[config.mk]
export PLATFORM = sky130hd
export DESIGN_NAME = agu_addr_gen
export DESIGN_NICKNAME = d
export VERILOG_FILES = /design/src/rtl/agu_pkg.sv /design/src/rtl/agu_cfg_regs.sv /design/src/rtl/agu_next_ptr.sv /design/src/rtl/agu_bitrev.sv /design/src/rtl/agu_addr_gen.sv
export SDC_FILE = /design/constraint.sdc
export NUM_CORES = 1
export LEC_CHECK = 0
export BUFFER_PORTS_ARGS = -buffer_cell sky130_fd_sc_hd__buf_2
export CORE_MARGIN = 2
export CORE_UTILIZATION = 40
export DETAILED_ROUTE_END_ITERATION = 8
export GPL_TIMING_DRIVEN = 0
export SLEW_MARGIN = 20
export SYNTH_ARGS = -nofsm -noshare
export SYNTH_HDL_FRONTEND = slang
export SYNTH_HIERARCHICAL = 1
export SYNTH_SLANG_ARGS = --single-unit
[constraint.sdc]
create_clock -name clk -period 5.1 [get_ports clk]
set_input_delay 0.765 -clock clk [delete_from_list [all_inputs] [get_ports clk]]
set_output_delay 0.765 -clock clk [all_outputs]
set_load 0.005 [all_outputs]
[src/rtl/agu_pkg.sv]
package agu_pkg;
  typedef enum logic [1:0] {
    AGU_LINEAR  = 2'd0,
    AGU_CIRC    = 2'd1,
    AGU_BITREV  = 2'd2,
    AGU_LINEAR2 = 2'd3
  } agu_mode_e;

  typedef enum logic [1:0] {
    SEL_BASE   = 2'd0,
    SEL_LIMIT  = 2'd1,
    SEL_RWIDTH = 2'd2,
    SEL_NONE   = 2'd3
  } agu_sel_e;
endpackage

[src/rtl/agu_cfg_regs.sv]
module agu_cfg_regs
  import agu_pkg::*;
#(
  parameter int AW     = 12,
  parameter int RW_MAX = 10,
  parameter int RWW    = $clog2(RW_MAX + 1)
) (
  input  logic           clk,
  input  logic           rst_n,
  input  logic           we,
  input  logic [1:0]     sel,
  input  logic [AW-1:0]  wdata,
  output logic [AW-1:0]  base_q,
  output logic [AW-1:0]  limit_q,
  output logic [RWW-1:0] rw_q,
  output logic           reload,
  output logic [AW-1:0]  reload_val
);
  agu_sel_e       sel_e;
  logic [RWW-1:0] rw_raw;
  logic [RWW-1:0] rw_clamped;

  assign sel_e  = agu_sel_e'(sel);
  assign rw_raw = wdata[RWW-1:0];
  assign reload = we && (sel_e != SEL_NONE);
  assign reload_val = (sel_e == SEL_BASE) ? wdata : base_q;

  always_comb begin
    if (rw_raw == '0)
      rw_clamped = RWW'(1);
    else if (rw_raw > RWW'(RW_MAX))
      rw_clamped = RWW'(RW_MAX);
    else
      rw_clamped = rw_raw;
  end

  always_ff @(posedge clk or negedge rst_n) begin
    if (!rst_n) begin
      base_q  <= '0;
      limit_q <= '0;
      rw_q    <= RWW'(1);
    end else if (we) begin
      case (sel_e)
        SEL_BASE:   base_q  <= wdata;
        SEL_LIMIT:  limit_q <= wdata;
        SEL_RWIDTH: rw_q    <= rw_clamped;
        default:    ;
      endcase
    end
  end

  a_r9_width_in_range: assert property (@(posedge clk) disable iff (!rst_n)
    (rw_q >= RWW'(1)) && (rw_q <= RWW'(RW_MAX)));

  a_r3_none_select_keeps: assert property (@(posedge clk) disable iff (!rst_n)
    (we && sel_e == SEL_NONE) |=> ($stable(base_q) && $stable(limit_q) && $stable(rw_q)));
endmodule

[src/rtl/agu_next_ptr.sv]
module agu_next_ptr
  import agu_pkg::*;
#(
  parameter int AW = 12
) (
  input  logic [AW-1:0] ptr,
  input  logic [1:0]    mode,
  input  logic          dir_down,
  input  logic [AW-1:0] step_amt,
  input  logic [AW-1:0] base,
  input  logic [AW-1:0] limit,
  output logic [AW-1:0] nxt,
  output logic          bound_hit
);
  agu_mode_e mode_e;
  logic      at_limit;
  logic      at_base;

  assign mode_e   = agu_mode_e'(mode);
  assign at_limit = (ptr == limit);
  assign at_base  = (ptr == base);

  always_comb begin
    bound_hit = 1'b0;
    unique case (mode_e)
      AGU_CIRC: begin
        if (!dir_down) begin
          if (at_limit) begin
            nxt       = base;
            bound_hit = 1'b1;
          end else begin
            nxt = ptr + AW'(1);
          end
        end else begin
          if (at_base) begin
            nxt       = limit;
            bound_hit = 1'b1;
          end else begin
            nxt = ptr - AW'(1);
          end
        end
      end
      AGU_BITREV: nxt = dir_down ? ptr - AW'(1) : ptr + AW'(1);
      default:    nxt = dir_down ? ptr - step_amt : ptr + step_amt;
    endcase
  end
endmodule

[src/rtl/agu_bitrev.sv]
module agu_bitrev #(
  parameter int AW     = 12,
  parameter int RW_MAX = 10,
  parameter int RWW    = $clog2(RW_MAX + 1)
) (
  input  logic [AW-1:0]  din,
  input  logic [RWW-1:0] width,
  output logic [AW-1:0]  dout
);
  always_comb begin
    dout = din;
    for (int i = 0; i < RW_MAX; i++) begin
      for (int j = 0; j < RW_MAX; j++) begin
        if ((i < int'(width)) && (j == int'(width) - 1 - i))
          dout[i] = din[j];
      end
    end
  end
endmodule

[src/rtl/agu_addr_gen.sv]
module agu_addr_gen
  import agu_pkg::*;
#(
  parameter int AW     = 12,
  parameter int RW_MAX = 10
) (
  input  logic          clk,
  input  logic          rst_n,
  input  logic          cfg_we,
  input  logic [1:0]    cfg_sel,
  input  logic [AW-1:0] cfg_wdata,
  input  logic          step_req,
  input  logic [1:0]    mode,
  input  logic          dir_down,
  input  logic [AW-1:0] step_amt,
  output logic [AW-1:0] addr,
  output logic          wrap
);
  localparam int RWW = $clog2(RW_MAX + 1);

  logic [AW-1:0]  ptr_q;
  logic [AW-1:0]  base_q, limit_q, reload_val, nxt, rev_addr;
  logic [RWW-1:0] rw_q;
  logic           reload, bound_hit;

  agu_cfg_regs #(.AW(AW), .RW_MAX(RW_MAX), .RWW(RWW)) u_cfg (
    .clk(clk), .rst_n(rst_n), .we(cfg_we), .sel(cfg_sel), .wdata(cfg_wdata),
    .base_q(base_q), .limit_q(limit_q), .rw_q(rw_q),
    .reload(reload), .reload_val(reload_val)
  );

  agu_next_ptr #(.AW(AW)) u_next (
    .ptr(ptr_q), .mode(mode), .dir_down(dir_down), .step_amt(step_amt),
    .base(base_q), .limit(limit_q), .nxt(nxt), .bound_hit(bound_hit)
  );

  agu_bitrev #(.AW(AW), .RW_MAX(RW_MAX), .RWW(RWW)) u_rev (
    .din(ptr_q), .width(rw_q), .dout(rev_addr)
  );

  always_ff @(posedge clk or negedge rst_n) begin
    if (!rst_n) begin
      ptr_q <= '0;
      wrap  <= 1'b0;
    end else begin
      wrap <= 1'b0;
      if (reload) begin
        ptr_q <= reload_val;
      end else if (step_req) begin
        ptr_q <= nxt;
        wrap  <= bound_hit;
      end
    end
  end

  assign addr = (agu_mode_e'(mode) == AGU_BITREV) ? rev_addr : ptr_q;

  a_r2_write_reloads: assert property (@(posedge clk) disable iff (!rst_n)
    reload |=> (ptr_q == base_q));

  a_r5_up_wraps_to_base: assert property (@(posedge clk) disable iff (!rst_n)
    (step_req && !cfg_we && mode == 2'd1 && !dir_down && ptr_q == limit_q)
      |=> (ptr_q == base_q && wrap));

  a_r6_down_wraps_to_limit: assert property (@(posedge clk) disable iff (!rst_n)
    (step_req && !cfg_we && mode == 2'd1 && dir_down && ptr_q == base_q)
      |=> (ptr_q == limit_q && wrap));

  a_r7_wrap_needs_circ_step: assert property (@(posedge clk) disable iff (!rst_n)
    wrap |-> ($past(step_req) && $past(mode) == 2'd1));

  a_r10_idle_holds: assert property (@(posedge clk) disable iff (!rst_n)
    (!step_req && !cfg_we) |=> ($stable(ptr_q) && !wrap));
endmodule

==> flow_metrics.env, run 1 <==
export IMPL_status="finished clean"
export IMPL_fin_crit_ns=4.89
export IMPL_dp_cells=1149
export IMPL_cp_start_kind="register"
export IMPL_swShare_pct=51.8
export IMPL_crit_fanout=10
export IMPL_leakage_nw=3.14
export IMPL_syn_cell_area_um2=6900
export IMPL_synthesis_instances=881
export IMPL_internal_power_w=0.00146
export IMPL_clock_latency_ns=0.29
export IMPL_vias=7188
export IMPL_worstPathArrival_ns=4.12
export IMPL_synth_top_flop_cell="dfrtp_1"
export IMPL_h_tree_depth=2
export IMPL_grt_pass1_wl_um=39500
export IMPL_instances_no_fill=1161
export IMPL_setup_viol=0
export IMPL_start_util_pct=40.5
export IMPL_p_sw_w=0.00157
export IMPL_grt_max_degree=42
export IMPL_final_common_cell="nand2_1"
export IMPL_portBuffers=43
export IMPL_cts_root_buf="clkbuf_16"
export IMPL_grt_pass1_vias=6803
export IMPL_peakVddDrop_v=0.000290
export IMPL_setup_ws_ns=0.212
export IMPL_crit_slowest_cell="buf_1"
export IMPL_clk_transition_reported_paths_ns=0.06
export IMPL_path_class="register to output port"
export IMPL_synth_avg_cell_area_um2=7.83
export IMPL_cts_path_max_buffers=2
export IMPL_wl_per_cell_um=21.7
export IMPL_mostFrequentLayoutCells="nand2_1 (74), nor2_1 (68), a21oi_1 (61), buf_2 (60), o21ai_0 (53)"
export IMPL_synth_warnings=6
export IMPL_max_freq_mhz=205
export IMPL_std_cell_rows=48
export IMPL_dieWidth_um=135
export IMPL_max_slew_margin_pct=36.1
export IMPL_io_pins=46
export IMPL_numCtsBuffers=5
export IMPL_syn_nets=944
export IMPL_cpMostUsedCell="clkbuf_1"
export IMPL_fill_cells=1742
export IMPL_seqPwrFrac_pct=18.2
export IMPL_drv_cap=0
export IMPL_cellPowerDensity_nw_per_um2=398
export IMPL_die_area_um2=18300
export IMPL_globalplace_congestion=0.998
export IMPL_grt_antenna_before_repair=0
export IMPL_pre_cts_ws_ns=-0.0792
export IMPL_yosysSeqAreaShare_pct=14.9
export IMPL_grt_ovfl_total=0
export IMPL_synth_ff_latch_count=41
export IMPL_synth_edff_count=0
export IMPL_dr_pass1_iters=5
export IMPL_endpoint_kind="output port"
export IMPL_antenna_left=0
export IMPL_tightestPinTransition_ns=0.951
export IMPL_crit_family="buffers and inverters"
export IMPL_cp_buffers_inverters=7
export IMPL_period_share_pct=95.8
export IMPL_drive_above_1_share_pct=19.0
export IMPL_die_y_um=135
export IMPL_power_w=0.00302
export IMPL_cts_sinks=41
export IMPL_core_area_um2=17100
export IMPL_p_comb_share_pct=71.4
export IMPL_track_usage_pct=27.7
export IMPL_vias_per_cell=6.19
export IMPL_final_hold_violation_count=0
export IMPL_hp_class="register to register"
export IMPL_wl_um=25200
export IMPL_finalSetupTns_ns=0
export IMPL_p_clk_share_pct=10.4
export IMPL_hold_slack_ns=0.522
export IMPL_drt_initial_drc_count=771
export IMPL_maxSlewViolCount=0
export IMPL_required_ns=4.34
export IMPL_tritoncts="yes"
export IMPL_slowest_delay_ns=0.60
export IMPL_area_delta_synth_final_pct=9.99
export IMPL_dp_hpwl_um=19300
export IMPL_clock_skew_final_ns=0.00612
export IMPL_rsz0062_at_grt="no"
export IMPL_yosysUniqueCellTypes=94
export IMPL_drc=0
export IMPL_async_flop_share_pct=100
export IMPL_n_antenna_cell=0
export IMPL_num_nets_final=998
export IMPL_crit_chain="buf_4, clkbuf_4, inv_1, ha_1, clkbuf_1, buf_1, clkbuf_1, o211ai_1, o31ai_1, mux2i_1, o22a_1, mux2_4, buf_2"
-- worst reg2reg max path: stages (launching register included) --
cell	delay [ns]
dfrtp_1	0.63
inv_1	0.23
ha_1	0.19
inv_1	0.05
fa_1	0.40
a21oi_1	0.18
o21ai_0	0.15
nor2_1	0.21
o21ai_0	0.09
nor2b_1	0.15
a221o_1	0.35
mux2i_1	0.23
o21ai_1	0.09
-- metrics by stage --
step	instance area, um2	util, %
4_1_cts	7580	44.4
2_1_floorplan	6900	-
6_report	7590	44.5
3_3_place_gp	7400	43.4
5_1_grt	7590	44.5
3_5_place_dp	7400	43.4
-- cell usage after synthesis, types with 7 or more instances --
library cell / number / area (um2)
a211oi_1: 11 / 82.6
o21a_1: 7 / 52.6
dfrtp_1: 40 / 1000
a31oi_1: 16 / 100
nand3_1: 11 / 55.1
nor3_1: 15 / 75.1
nand2_1: 74 / 278
mux2i_1: 29 / 290
inv_1: 34 / 128
nor2_1: 68 / 255
ha_1: 29 / 363
nand2b_1: 7 / 43.8
mux2_2: 34 / 383
buf_6: 11 / 124
o211ai_1: 12 / 90.1
o21ai_0: 53 / 265
o21ai_1: 11 / 55.1
a22oi_1: 7 / 52.6
mux2_4: 20 / 300
nor4_1: 9 / 56.3
clkbuf_1: 34 / 128
xor2_1: 39 / 342
nor2b_1: 12 / 75.1
o22ai_1: 16 / 100
a21oi_1: 61 / 305
buf_2: 18 / 90.1
o31ai_1: 11 / 82.6
xnor2_1: 42 / 368
-- routing by layer --
| layer | vias to the layer above | track usage [%] | part of all wire, % | wire (um) |
|---|---|---|---|---|
| met5 | - | 0 | 0 | 0 |
| met2 | 335 | 43.2 | 45 | 11300 |
| met4 | 0 | 13.3 | 5.0 | 1260 |
| met1 | 3435 | 37.6 | 43 | 10900 |
| li1 | 3329 | - | - | - |
| met3 | 89 | 4.26 | 7.0 | 1750 |
-- power groups by stage --
stage	Combinational, W	Clock (W)	Sequential, W
after global routing	0.00233	0.000340	0.000562
after detailed placement	0.00207	0	0.000553
final	0.00216	0.000315	0.000549
after CTS	0.00210	0.000323	0.000547
after floorplan	0.00155	0	0.000480
after global placement	0.00209	0	0.000553
-- path summary, 6_finish.rpt --
path	start	cells after the start	slack [ns]	to
worst max-delay path	u_cfg/rw_q[1]	13	0.21	addr[1]
worst min-delay path	u_cfg/rw_q[2]	2	0.52	u_cfg/rw_q[2]
worst max register to register	ptr_q[0]	12	1.98	ptr_q[8]
worst min register to register	u_cfg/rw_q[2]	2	0.52	u_cfg/rw_q[2]
max in group asynchronous	rst_n	1	3.84	u_cfg/rw_q[1]
min in group asynchronous	rst_n	1	0.61	u_cfg/base_q[11]
-- registers in the layout, summed over array words and instances, names as in the netlist --
signal         count
ptr_q             12
u_cfg/limit_q     12
wrap               1
u_cfg/base_q      12
u_cfg/rw_q         4
-- cell type report --
type                    count  area, um2  area share (%)
clock buffers               5        125            1.65
well taps                 225        282            3.71
multi-input cells         728       5310            69.9
flip-flops and latches     41       1030            13.5
repair buffers             47        245            3.23
clock inverters             3       21.3           0.280
plain buffers              74        439            5.79
inverters                  38        143            1.88
-- kinds of logic after synthesis --
kind of cell	count (synthesis)	share of synthesized area, %
compound gates	273	26.1
xor+xnor	83	10.9
fa+ha+maj	31	5.71
buf+inv	112	8.28
flops	41	14.9
mux	84	14.3
simple gates	257	19.9
-- timing repair --
action                     in CTS  in global routing
buffers inserted                4                  0
pin swaps                       1                  1
setup endpoints to repair       5                  5
hold buffers                    0                  0
resized for setup               2                  8
Power figures use the tool's default switching activity.
==> run 2, diff against run 1 <==
Settings changed: CORE_MARGIN 2 to 8.
Clock period 5.1 ns to 5.5 ns, I/O delays scaled along.
==> flow_metrics.env, run 2 (synthesis results as in run 1) <==
export IMPL_reg_top3="ptr_q (12), u_cfg/base_q (12), u_cfg/limit_q (12)"
export IMPL_instances_no_fill=1159
export IMPL_dieWidth_um=147
export IMPL_final_common_cell="nand2_1"
export IMPL_num_nets_final=996
export IMPL_start_util_pct=40.5
export IMPL_vias_per_cell=6.21
export IMPL_grt_pass1_vias=7028
export IMPL_wl_per_cell_um=22.3
export IMPL_path_class="register to output port"
export IMPL_setup_viol=0
export IMPL_dr_pass1_iters=5
export IMPL_numCtsBuffers=5
export IMPL_drv_cap=0
export IMPL_mostFrequentLayoutCells="nand2_1 (74), nor2_1 (68), buf_2 (62), a21oi_1 (61), o21ai_0 (53)"
export IMPL_crit_slowest_cell="dfrtp_1"
export IMPL_track_usage_pct=23.2
export IMPL_drc=0
export IMPL_cts_path_max_buffers=2
export IMPL_cpMostUsedCell="buf_2"
export IMPL_holdPathEnd="u_cfg/rw_q[2]"
export IMPL_reg2reg_depth=12
export IMPL_io_pins=46
export IMPL_crit_fanout=10
export IMPL_clock_skew_final_ns=0.00470
export IMPL_grt_pass1_wl_um=40100
export IMPL_wl_um=25800
export IMPL_grt_ovfl_total=0
export IMPL_setup_ws_ns=0.284
export IMPL_final_hold_violation_count=0
export IMPL_dp_hpwl_um=19800
export IMPL_die_y_um=147
export IMPL_grt_max_degree=42
export IMPL_hp_class="register to register"
export IMPL_top_usage_layer="met2"
export IMPL_hold_start="u_cfg/rw_q[2]"
export IMPL_slowest_delay_ns=0.40
export IMPL_cts_root_buf="clkbuf_16"
export IMPL_cp_start_kind="register"
export IMPL_multiInputGateArea_um2=5310
export IMPL_die_area_um2=21700
export IMPL_hold_depth=2
export IMPL_tightestPinTransition_ns=0.942
export IMPL_pre_cts_ws_ns=0.110
export IMPL_vias=7202
export IMPL_worstPathArrival_ns=4.39
export IMPL_cellPowerDensity_nw_per_um2=375
export IMPL_required_ns=4.68
export IMPL_maxSlewViolCount=0
export IMPL_leakage_nw=3.15
export IMPL_std_cell_rows=48
export IMPL_finalSetupTns_ns=0
export IMPL_r2r_slack_ns=2.43
export IMPL_clock_latency_ns=0.29
export IMPL_r2r_start="ptr_q[0]"
export IMPL_fin_crit_ns=5.22
export IMPL_globalplace_congestion=0.996
export IMPL_status="finished clean"
export IMPL_cts_sinks=41
export IMPL_grtUsageMet3_pct=3.51
export IMPL_regArea_um2=1030
export IMPL_core_area_um2=17100
export IMPL_period_share_pct=94.8
export IMPL_clk_transition_reported_paths_ns=0.06
export IMPL_gr_usage_met1_pct=29.3
export IMPL_grt_util_met2_pct=37.1
export IMPL_h_tree_depth=2
export IMPL_endpoint_kind="output port"
export IMPL_max_slew_margin_pct=37.0
export IMPL_drive_above_1_share_pct=18.6
export IMPL_r2r_end="ptr_q[8]"
export IMPL_grt_antenna_before_repair=0
export IMPL_n_antenna_cell=0
export IMPL_cts_hold_buffers=0
export IMPL_antenna_left=0
export IMPL_rsz0062_at_grt="no"
export IMPL_dp_cells=1149
export IMPL_crit_chain="buf_2, buf_2, inv_1, ha_1, xor2_4, buf_4, buf_4, ha_1, nor4_1, a21oi_1, a2bb2oi_1, xnor2_1, mux2_2, o21bai_1, a31oi_1, mux2_4, buf_2"
export IMPL_max_freq_mhz=192
export IMPL_peakVddDrop_v=0.000225
export IMPL_drt_initial_drc_count=804
export IMPL_tritoncts="yes"
export IMPL_fill_cells=1797
export IMPL_area_delta_synth_final_pct=9.93
export IMPL_portBuffers=43
==> run 2: stage by stage <==
step           total power, W  utilization (%)  hold slack [ns]  cell area [um2]
2_1_floorplan         0.00189                -            0.472             6900
3_3_place_gp          0.00246             43.4            0.501             7400
3_5_place_dp          0.00244             43.4            0.512             7400
4_1_cts               0.00279             44.4            0.527             7570
5_1_grt               0.00303             44.5            0.581             7590
6_report              0.00284             44.5            0.520             7590
==> run 2: final cells by class <==
| type | count | share of cell area, % |
|---|---|---|
| tap | 225 | 3.71 |
| multi-input combinational | 728 | 69.9 |
| inverter | 38 | 1.88 |
| timing repair buffer | 45 | 3.03 |
| buffer | 74 | 5.69 |
| clock buffer | 5 | 1.65 |
| clock inverter | 3 | 0.577 |
| sequential | 41 | 13.5 |
==> run 2: how the worst max path moves through the flow <==
stage,end,from,slack (ns)
finish,addr[5],u_cfg/rw_q[1],0.28
global route,addr[5],u_cfg/rw_q[1],0.02
CTS,addr[5],u_cfg/rw_q[1],0.22
detailed placement,addr[5],u_cfg/rw_q[1],0.11
global placement,addr[5],u_cfg/rw_q[1],0.18
floorplan,addr[5],u_cfg/rw_q[1],1.29
==> run 2: routing by layer <==
| metal | share of wire, % | vias up |
|---|---|---|
| li1 | - | 3328 |
| met1 | 42 | 3381 |
| met2 | 45 | 397 |
| met4 | 4.9 | 0 |
| met3 | 7.9 | 96 |
| met5 | 0 | - |
==> run 2: timing repair <==
| item | 4_1_cts | 5_1_grt |
|---|---|---|
| setup endpoints to repair | 2 | 2 |
| buffers inserted | 0 | 2 |
| gates cloned | 0 | 0 |
| gates resized for setup | 2 | 1 |
| pin swaps | 0 | 1 |
==> run 2: worst max-delay path, delay by kind of cell (launching register included) <==
kind	cells	cell delay [ns]
buffers and inverters	6	1.16
muxes	2	0.67
adders and majority gates	2	0.57
xor gates and xnor gates	2	0.53
AOI/OAI and AO/OA	4	0.52
DFF	1	0.40
and+or+nand+nor	1	0.25
==> run 2: where the power goes <==
group	internal (W)	switching, W	total, W
Sequential	0.000365	0.000144	0.000509
Combinational	0.000809	0.00119	0.00199
Clock	0.000215	0.000124	0.000339
Total	0.00139	0.00145	0.00284
==> run 3, diff against run 2 <==
Settings changed: CELL_PAD_IN_SITES_DETAIL_PLACEMENT set to 0, CELL_PAD_IN_SITES_GLOBAL_PLACEMENT set to 1, CORE_UTILIZATION 40 to 47, PLACE_DENSITY_LB_ADDON set to 0.1, SYNTH_HIERARCHICAL 1 to unset.
==> flow_metrics.env, run 3 <==
export IMPL_status="finished clean"
export IMPL_max_slew_margin_pct=36.0
export IMPL_synth_area_leader_cell="dfrtp_1"
export IMPL_n_antenna_cell=0
export IMPL_portBuffers=44
export IMPL_p_sw_w=0.00125
export IMPL_num_nets_final=922
export IMPL_synth_warnings=0
export IMPL_cts_root_buf="clkbuf_16"
export IMPL_area_delta_synth_final_pct=10.2
export IMPL_io_pins=46
export IMPL_numCtsBuffers=5
export IMPL_leakage_nw=2.66
export IMPL_rsz0062_at_grt="no"
export IMPL_synth_top_flop_cell="dfrtp_1"
export IMPL_cts_sinks=41
export IMPL_grt_max_degree=42
export IMPL_yosys_top_cells_area="dfrtp_1 (16%), xnor2_1 (7.1%), ha_1 (5.9%), mux2_2 (4.9%), nand2_1 (4.3%)"
export IMPL_required_ns=4.68
export IMPL_mostFrequentLayoutCells="nand2_1 (71), nor2_1 (63), buf_2 (59), xnor2_1 (50), a21oi_1 (43)"
export IMPL_maxSlewViolCount=0
export IMPL_finish_utilization_pct=52.3
export IMPL_wl_met2_um=12300
export IMPL_setup_viol=0
export IMPL_vias_per_cell=6.67
export IMPL_core_area_um2=13000
export IMPL_wl_met1_um=9720
export IMPL_tritoncts="yes"
export IMPL_start_util_pct=47.5
export IMPL_synth_ff_latch_count=41
export IMPL_synth_commonest_cells="nand2_1 (71), nor2_1 (63), xnor2_1 (50), a21oi_1 (43), o21ai_0 (43)"
export IMPL_wl_per_cell_um=24.7
export IMPL_grt_ovfl_total=0
export IMPL_r2r_end="ptr_q[10]"
export IMPL_hp_class="register to register"
export IMPL_hold_slack_ns=0.578
export IMPL_final_cell_area_um2=6820
export IMPL_syn_cell_area_um2=6190
export IMPL_dr_wl_met3_um=1670
export IMPL_period_share_pct=93.2
export IMPL_dr_pass1_iters=5
export IMPL_wl_um=25600
export IMPL_p_comb_share_pct=67.4
export IMPL_yosysMostFrequentCell="nand2_1"
export IMPL_std_cell_rows=42
export IMPL_dp_hpwl_um=19600
export IMPL_die_y_um=131
export IMPL_highest_layer="met4"
export IMPL_synth_avg_cell_area_um2=7.66
export IMPL_path_class="register to output port"
export IMPL_syn_nets=871
export IMPL_drc=0
export IMPL_yosysSeqAreaShare_pct=16.6
export IMPL_cts_setup_buffers=0
export IMPL_tightestPinTransition_ns=0.960
export IMPL_r2r_slack_ns=2.05
export IMPL_globalplace_congestion=0.969
export IMPL_holdPathEnd="u_cfg.limit_q[10]"
export IMPL_reg_top3="ptr_q (12), u_cfg.base_q (12), u_cfg.limit_q (12)"
export IMPL_reg2reg_depth=13
export IMPL_fin_crit_ns=5.12
export IMPL_cellPowerDensity_nw_per_um2=357
export IMPL_drt_initial_drc_count=668
export IMPL_max_freq_mhz=195
export IMPL_final_common_cell="nand2_1"
export IMPL_clock_latency_ns=0.29
export IMPL_final_hold_violation_count=0
export IMPL_endpoint_kind="output port"
export IMPL_peakVddDrop_v=0.000228
export IMPL_track_usage_pct=30.1
export IMPL_r2r_start="ptr_q[0]"
export IMPL_clock_skew_final_ns=0.00965
export IMPL_synth_top_area_share_pct=16.2
export IMPL_yosysUniqueCellTypes=80
export IMPL_p_clk_share_pct=14.2
export IMPL_place_area_um2=6630
export IMPL_fill_cells=1373
export IMPL_crit_fanout=10
export IMPL_dieWidth_um=131
export IMPL_hold_depth=1
export IMPL_synthesis_instances=808
export IMPL_cp_start_kind="register"
export IMPL_grt_pass1_wl_um=39000
export IMPL_drv_cap=0
export IMPL_h_tree_depth=2
export IMPL_swShare_pct=51.3
export IMPL_drive_above_1_share_pct=15.3
export IMPL_clk_transition_reported_paths_ns=0.06
export IMPL_internal_power_w=0.00118
export IMPL_synth_edff_count=0
export IMPL_grt_antenna_before_repair=0
export IMPL_antenna_left=0
export IMPL_seqPwrFrac_pct=18.4
export IMPL_vias=6912
export IMPL_hold_start="u_cfg.limit_q[10]"
export IMPL_async_flop_share_pct=100
export IMPL_die_area_um2=17100
export IMPL_grt_pass1_vias=6914
export IMPL_worstPathArrival_ns=4.30
export IMPL_cts_path_max_buffers=2
==> run 3: cell types whose count changed after synthesis, sizes merged, moves of 7 or more <==
cell,before,now
nand4,4,13
a21oi,62,43
xor2,40,17
buf,40,31
a221oi,2,20
mux2,55,28
o21ai,64,48
nand2b,7,14
mux2i,29,15
nor3,15,32
xnor2,43,50
==> run 3: cells by family (layout without fill, tap and decap cells) <==
family	Yosys count	in the layout	synth area share (%)
simple gates	289	289	25.0
compound gates	237	237	27.2
buf+inv	100	152	7.52
xor+xnor	68	68	9.87
mux	43	43	7.58
flops	41	41	16.6
fa+ha+maj	30	30	6.19
==> run 3: through the flow <==
step                      instances  power [W]  TNS [ns]  setup WS, ns
final                          1036    0.00243         0         0.376
after global placement         1028    0.00201         0       0.00299
after global routing           1036    0.00257         0        0.0147
after detailed placement       1028    0.00204   -0.0949       -0.0949
after floorplan                 808    0.00155         0          1.14
after CTS                      1036    0.00239         0        0.0496
==> run 3: timing repair <==
item                       CTS  global route
hold buffers                 0             0
resized for setup            3             3
setup endpoints to repair    6             6
==> run 3: power groups by stage <==
| stage | clock network, W | logic (W) | registers [W] |
|---|---|---|---|
| 6_report | 0.000346 | 0.00164 | 0.000448 |
| 5_1_grt | 0.000360 | 0.00176 | 0.000453 |
| 4_1_cts | 0.000349 | 0.00160 | 0.000445 |
| 3_5_place_dp | 0 | 0.00158 | 0.000451 |
| 3_3_place_gp | 0 | 0.00156 | 0.000448 |
| 2_1_floorplan | 0 | 0.00113 | 0.000417 |
==> run 3: worst max path at each step <==
stage                              from       to  slack [ns]  cells past startpoint
after floorplan           u_cfg.rw_q[0]  addr[1]        1.14                     15
after global placement    u_cfg.rw_q[0]  addr[5]       0.003                     16
after detailed placement  u_cfg.rw_q[0]  addr[5]       -0.09                     16
after CTS                 u_cfg.rw_q[0]  addr[5]        0.05                     16
after global routing      u_cfg.rw_q[0]  addr[5]        0.01                     16
final                     u_cfg.rw_q[0]  addr[1]        0.38                     16
==> run 3: area by class of cell <==
class / count / area (um2) / share of cell area (%)
plain buffers: 67 / 344 / 5.05
repair buffers: 44 / 220 / 3.23
well taps: 176 / 220 / 3.23
multi-input cells: 667 / 4710 / 69.1
clock inverters: 2 / 38.8 / 0.569
inverters: 33 / 124 / 1.82
clock buffers: 6 / 129 / 1.89
flip-flops and latches: 41 / 1030 / 15.1
==> run 3: critical path, stage by stage (launching register included) <==
cell and delay [ns]:
dfstp_2 0.59, buf_6 0.16, clkbuf_2 0.26, inv_1 0.14, ha_1 0.21, buf_2 0.17
xor2_4 0.30, inv_1 0.17, ha_1 0.23, clkbuf_1 0.21, a211oi_2 0.29, o221ai_2 0.24
or4_1 0.44, a22oi_1 0.19, o22ai_1 0.09, a31oi_1 0.18, buf_2 0.13
==> run 3: routing by layer <==
| layer | track usage, % | vias to the layer above |
|---|---|---|
| li1 | - | 3108 |
| met1 | 33.6 | 3336 |
| met2 | 51.1 | 362 |
| met3 | 4.63 | 106 |
| met4 | 22.8 | 0 |
| met5 | 0 | - |
